==> config.mk <==
export PLATFORM = sky130hd
export DESIGN_NAME = bidir_xcvr
export DESIGN_NICKNAME = d
export VERILOG_FILES = /design/src/rtl/bxcvr_pkg.sv /design/src/rtl/bxcvr_edge.sv /design/src/rtl/bxcvr_store.sv /design/src/rtl/bxcvr_drive.sv /design/src/rtl/bxcvr_lane.sv /design/src/rtl/bidir_xcvr.sv
export SDC_FILE = /design/constraint.sdc
export NUM_CORES = 1
export LEC_CHECK = 0
export BUFFER_PORTS_ARGS = -buffer_cell sky130_fd_sc_hd__buf_2
export CAP_MARGIN = 20
export CELL_PAD_IN_SITES_DETAIL_PLACEMENT = 0
export CELL_PAD_IN_SITES_GLOBAL_PLACEMENT = 1
export CORE_AREA = 2 2 87 89
export CTS_CLUSTER_SIZE = 10
export DETAILED_ROUTE_END_ITERATION = 10
export DIE_AREA = 0 0 89 91
export GPL_ROUTABILITY_DRIVEN = 0
export PLACE_DENSITY_LB_ADDON = 0.1
export RECOVER_POWER = 100
export SYNTH_ARGS = -nofsm -noshare
export SYNTH_HDL_FRONTEND = slang
export SYNTH_SLANG_ARGS = --single-unit
==> constraint.sdc <==
create_clock -name clk -period 1 [get_ports clk]
set_clock_uncertainty 0.1 [all_clocks]
set_input_delay 0.15 -clock clk [delete_from_list [all_inputs] [get_ports clk]]
set_output_delay 0.15 -clock clk [all_outputs]
set_load 0.01 [all_outputs]
==> src/rtl/bxcvr_pkg.sv <==
package bxcvr_pkg;

  typedef enum logic [1:0] {
    OP_HOLD = 2'd0,
    OP_PASS = 2'd1,
    OP_CAPT = 2'd2
  } store_op_e;

  // Transparent mode outranks the clock; a clock edge needs the enable low.
  function automatic store_op_e pick_op(input logic le, input logic rise, input logic ce_n);
    if (le)               return OP_PASS;
    else if (rise && !ce_n) return OP_CAPT;
    else                  return OP_HOLD;
  endfunction

  function automatic logic is_rise(input logic now_s, input logic prev_s);
    return now_s & ~prev_s;
  endfunction

endpackage

==> src/rtl/bxcvr_edge.sv <==
module bxcvr_edge (
  input  logic clk,
  input  logic bus_clk,
  output logic rise
);
  import bxcvr_pkg::*;

  logic prev_q;

  always_ff @(posedge clk) prev_q <= bus_clk;

  assign rise = is_rise(bus_clk, prev_q);
endmodule

==> src/rtl/bxcvr_store.sv <==
module bxcvr_store #(
  parameter int W = 18
) (
  input  logic         clk,
  input  logic         rst_n,
  input  logic         le,
  input  logic         rise,
  input  logic         ce_n,
  input  logic [W-1:0] din,
  output logic [W-1:0] dout,
  output logic         load
);
  import bxcvr_pkg::*;

  store_op_e    op;
  logic [W-1:0] mem_q;

  assign op   = pick_op(le, rise, ce_n);
  assign load = (op != OP_HOLD);

  always_ff @(posedge clk) begin
    if (!rst_n)    mem_q <= '0;
    else if (load) mem_q <= din;
  end

  assign dout = mem_q;
endmodule

==> src/rtl/bxcvr_drive.sv <==
module bxcvr_drive #(
  parameter int W = 18
) (
  input  logic         clk,
  input  logic         rst_n,
  input  logic         oe_n,
  output logic [W-1:0] de
);
  logic en_q;

  always_ff @(posedge clk) begin
    if (!rst_n) en_q <= 1'b0;
    else        en_q <= ~oe_n;
  end

  assign de = {W{en_q}};
endmodule

==> src/rtl/bxcvr_lane.sv <==
module bxcvr_lane #(
  parameter int W = 18
) (
  input  logic         clk,
  input  logic         rst_n,
  input  logic [W-1:0] src,
  output logic [W-1:0] dst,
  output logic [W-1:0] dst_de,
  input  logic         oe_n,
  input  logic         le,
  input  logic         bus_clk,
  input  logic         ce_n,
  output logic         rise,
  output logic         load
);
  bxcvr_edge u_edge (
    .clk     (clk),
    .bus_clk (bus_clk),
    .rise    (rise)
  );

  bxcvr_store #(.W(W)) u_store (
    .clk   (clk),
    .rst_n (rst_n),
    .le    (le),
    .rise  (rise),
    .ce_n  (ce_n),
    .din   (src),
    .dout  (dst),
    .load  (load)
  );

  bxcvr_drive #(.W(W)) u_drive (
    .clk   (clk),
    .rst_n (rst_n),
    .oe_n  (oe_n),
    .de    (dst_de)
  );
endmodule

==> src/rtl/bidir_xcvr.sv <==
module bidir_xcvr #(
  parameter int W = 18
) (
  input  logic         clk,
  input  logic         rst_n,
  input  logic [W-1:0] a_in,
  output logic [W-1:0] a_out,
  output logic [W-1:0] a_de,
  input  logic [W-1:0] b_in,
  output logic [W-1:0] b_out,
  output logic [W-1:0] b_de,
  input  logic         oe_ab_n,
  input  logic         le_ab,
  input  logic         clk_ab,
  input  logic         ce_ab_n,
  input  logic         oe_ba_n,
  input  logic         le_ba,
  input  logic         clk_ba,
  input  logic         ce_ba_n
);
  // Named internal events, brought out for the checker.
  logic ab_rise, ba_rise;
  logic ab_load, ba_load;

  bxcvr_lane #(.W(W)) u_ab (
    .clk     (clk),
    .rst_n   (rst_n),
    .src     (a_in),
    .dst     (b_out),
    .dst_de  (b_de),
    .oe_n    (oe_ab_n),
    .le      (le_ab),
    .bus_clk (clk_ab),
    .ce_n    (ce_ab_n),
    .rise    (ab_rise),
    .load    (ab_load)
  );

  bxcvr_lane #(.W(W)) u_ba (
    .clk     (clk),
    .rst_n   (rst_n),
    .src     (b_in),
    .dst     (a_out),
    .dst_de  (a_de),
    .oe_n    (oe_ba_n),
    .le      (le_ba),
    .bus_clk (clk_ba),
    .ce_n    (ce_ba_n),
    .rise    (ba_rise),
    .load    (ba_load)
  );
endmodule

; ---- Yosys cells after proc, flatten, opt, wreduce, memory -nomap -nowiden
; Index checks and enable logic that the tools add are counted.
[totals]
regBits = 40
word_cells = 22
[classes]
n_mux = 4
bitwise = 6
n_reduce_logical = 6
[op_table]
columns = cell, n
row1 = $mux W2, 4
row2 = $not A1 Y1, 4
row3 = $reduce_bool A2 Y1, 2
row4 = $and A1 B1 Y1, 2
row5 = $logic_and A1 B1 Y1, 2
row6 = $logic_not A1 Y1, 2

; ---- Longest topological paths before layout
[depth]
word_depth = 6
depth_mapped = 5

; ---- Modules after synthesis
; From an unflattened synthesis, not the netlist that was laid out.
[hier_totals]
cells_unflattened = 206
area_unflattened_um2 = 1891.8
[modules_own_cells]
columns = mod, instances, cells_per_inst, area_each_um2, seq_area_each_um2
row1 = bxcvr_store, 2, 81, 743.2, 360.3
row2 = bxcvr_drive, 2, 20, 168.9, 20.0
row3 = bxcvr_edge, 2, 2, 33.8, 20.0

; ---- Least setup slack after synthesis
; No wires, ideal clock.
[synth_path]
path_type = register to register
startpoint = register u_ab.u_edge.prev_q
endpoint = register u_ab.u_store.mem_q[0] (netlist: u_ab.u_store.dout[0])
setup_ns = 0.072
arrival_time_ns = 0.946
t_required_ns = 0.828
path_slack_ns = -0.118
stages_incl_launch_ff = 6
path_buffers = 2
synth_period_minus_slack_ns = 1.118
path_cell_list = dfxtp_1 > nor2_1 > a21oi_1 > buf_6 > buf_12 > mux2i_1
[synth_via]
elab_chain_len = 6
[synth_rtl]
columns = element, line
row1 = "start, declared", bxcvr_edge.sv:8  ; logic prev_q;
row2 = "start signal, assigned", bxcvr_edge.sv:10  ; always_ff @(posedge clk) prev_q <= bus_clk;
row3 = $not A1 Y1, bxcvr_pkg.sv:17  ; return now_s & ~prev_s;
row4 = $and A1 B1 Y1, bxcvr_pkg.sv:17
row5 = $logic_and A1 B1 Y1, bxcvr_pkg.sv:12  ; else if (rise && !ce_n) return OP_CAPT;
row6 = $mux W2, bxcvr_pkg.sv:12
row7 = $mux W2, bxcvr_pkg.sv:11  ; if (le) return OP_PASS;
row8 = $reduce_bool A2 Y1, bxcvr_store.sv:19  ; assign load = (op != OP_HOLD);
row9 = "end signal, assigned", bxcvr_store.sv:23  ; else if (load) mem_q <= din;
row10 = "end, declared", bxcvr_store.sv:16  ; logic [W-1:0] mem_q;
; Every way passes these cells.
; A chain may end at the register's enable or synchronous reset.

; ---- Final worst setup path
[layout_path]
startpoint = register u_ab.u_edge.prev_q
endpoint = register u_ab.u_store.mem_q[12] (netlist: u_ab.u_store.dout[12])
; Same word-level chain as after synthesis.

==> results by group <==
Floorplan
  • Die height: around 90 um
  • Die width: between 80 and 90 um
  • Rows: 31
  • Initial Utilization: 25.68%
  • # IOs: 118
  • CORE AREA: 7137 um^2
  • Die Footprint: 8099 um^2

Finish
  • Nets: 379
  • Commonest non-fill, non-tap cell in the layout: buf_2
  • Share of post-route cells with drive strength above 1: a little over half
  • Fin area: 3187 um^2
  • Area Overhead vs Synth: 73.86%
  • Fin cells: 433
  • ANT cells: 0
  • Layout Utilization: roughly 45%
  • Most frequent cells in the layout: 80 x buf_2, 72 x nand2_1, 39 x buf_6, 39 x dlygate4sd3_1

Critical path
  • RR Startpoint: u_ab.u_edge.prev_q$_DFF_P_
  • Critical path capture point type: register
  • Worst Path Required: 1110 ps
  • Crit path max fanout: 5
  • CP Launch Type: register
  • Setup CP Type: reg -> reg
  • Crit path DAT: 1240 ps
  • R2R setup slack: -130 ps
  • Critical R2R Capture: u_ab.u_store.dout[12]$_SDFFE_PN0P_
  • Register-to-Register Path Depth: 5

Pwr
  • PD cells: 1275 nW/um^2
  • Static Leakage: 0.001575 uW
  • Peak supply drop: 0.5907 mV

Yosys
  • Post-Synthesis Cells: 202
  • Post-synthesis cell type count: 11
  • Sequential fraction of the synthesis area: a little over two fifths
  • Post-synthesis average cell area: 9.074 um^2
  • Synth Register Bits: 40
  • Yosys warnings: 0
  • Syn Std Cell Area: 1833 um^2
  • Syn Nets: 248

Route
  • WL per Instance: 11.48 um
  • WL final: ~5000 um
  • Vias/cell: 3.945
  • Initial DRC Count: 29
  • Via Count: 1708
  • DR pass1 iterations: 4
  • Drt drc: 0
  • Antenna-violating nets left: 0

Place
  • HPWL after DPL: 3075 um
  • Dpl cells: 375
  • Port bufs: 117
  • Setup WS pre-CTS: -85.10 ps
  • DP Area: 2268 um^2

Clocking
  • Clock Path Buffers: 2
  • CTS root buf: clkbuf_8
  • Clk pin slew, worst setup/hold paths: 80 ps
  • CTS tree: built
  • H-tree depth: 2
  • Sinks on Clock Net: 40
  • Clk Latency, worst-skew pair: 290 ps
  • Total CTS buffers: 5

GRT
  • Total gr overflow: 0
  • Global Route Usage Sum: 11.12%
  • Global-route wire length before repair: 7079 um
  • Initial antenna violation count: 0
  • Vias in the first global route: 1616
  • Pin count of the biggest net entering global routing: 37

Run status
  • Violated checks: setup timing
  • Status: finished with violations

Hold path
  • Min-Delay Startpoint: b_in[11]
  • Hold Path Depth: 3
  • Worst hold path class: in -> reg
  • Worst Hold End: u_ba.u_store.dout[11]$_SDFFE_PN0P_

Timing
  • Max transition margin: 89.86%
  • Max Freq: 883.3 MHz
  • TNS Setup: -7080 ps
  • Final Critical Period: 1132 ps
  • Worst Tran Pin Value: around 150 ps
  • Max Transition Viols Final: 0
  • Fin. Hold Viols: 0
  • Setup violations, final: 72
  • Crit share post-route: 113.2%
  • RSZ-0062 raised after global routing: true
  • Final worst setup slack: -132.2 ps

Job
  • Max-cap viol count: 0
## cells by family (layout without fill, tap and decap cells)
kind of cell           Yosys count  count (layout)  share of synthesized area (%)
AND/OR/NAND/NOR                 76              76                          15.84
buffers and inverters           48             180                          20.27
flip-flops                      40              40                          43.69
multiplexers                    36              36                          19.66
AO/OA/AOI/OAI                    2               2                         0.5461
## per-layer routing
metal  vias up  share of wire, %  track usage [%]
li1        863                 -                -
met1       754                43            12.88
met2        84                46            17.79
met3         7               9.5            4.455
met4         0               1.6            4.975
met5         -                 0                0
## worst max-delay path by stage
stage                                 start                                 end  slack (ps)
3_5_place_dp     u_ab.u_edge.prev_q$_DFF_P_   u_ab.u_store.dout[0]$_SDFFE_PN0P_         -90
4_1_cts        u_ab.u_drive.en_q$_SDFF_PN0_                            b_de[16]        -120
5_1_grt          u_ab.u_edge.prev_q$_DFF_P_   u_ab.u_store.dout[0]$_SDFFE_PN0P_        -180
3_3_place_gp     u_ba.u_edge.prev_q$_DFF_P_  u_ba.u_store.dout[11]$_SDFFE_PN0P_         -70
2_1_floorplan    u_ab.u_edge.prev_q$_DFF_P_   u_ab.u_store.dout[0]$_SDFFE_PN0P_        -100
6_report         u_ab.u_edge.prev_q$_DFF_P_  u_ab.u_store.dout[12]$_SDFFE_PN0P_        -130
## flip-flops by register name, indices dropped and copies added, names as in the netlist
signal	count
u_ab.u_drive.en_q	1
u_ba.u_store.dout	18
u_ab.u_store.dout	18
u_ab.u_edge.prev_q	1
u_ba.u_drive.en_q	1
u_ba.u_edge.prev_q	1
## final cells by class
cell class	instances	area [um^2]
fill	719	3950
multi-input combinational	114	668.1
clock inverter	2	35.03
sequential	40	853.3
tap	99	123.9
clock buffer	6	72.57
timing repair buffer	172	1434
## synth_stat cells, drive strengths merged
library cell / count / area [um^2]
nand2: 72 / 270.3
buf: 47 / 367.8
dfxtp: 40 / 800.8
mux2i: 36 / 360.4
a21oi: 2 / 10.01
nor2: 2 / 7.510
nor2b: 2 / 12.51
clkbuf: 1 / 3.750
## per-stage QoR
step	total power, uW	hold slack [ps]
after global placement	2452	181.0
after floorplan	2242	77.72
after detailed placement	2451	184.4
final	4063	12.57
after CTS	4057	2.231
after global routing	4291	12.64
## report_power, final
| group | total (uW) | switching (uW) | internal (uW) | leakage, uW |
|---|---|---|---|---|
| Sequential | 1810 | 84.9 | 1720 | 0.000345 |
| Clock | 1310 | 568 | 741 | 0.0000552 |
| Combinational | 949 | 369 | 579 | 0.00118 |
| Total | 4060 | 1020 | 3040 | 0.00158 |
## worst max-delay path, cell delays in order, from the launching register on
cell	delay, ps
dfxtp_1	310
nor2_1	40
a21oi_2	120
buf_6	150
buf_12	120
mux2i_1	200
## repair_timing
item,4_1_cts,5_1_grt
hold buffers,39,0
setup endpoints to repair,108,108
gates cloned,0,4
resized for setup,73,3
buffers inserted,1,6
pin swaps,0,0
endpoints found under the hold margin,39,0
(Power assumes the default switching activity.)
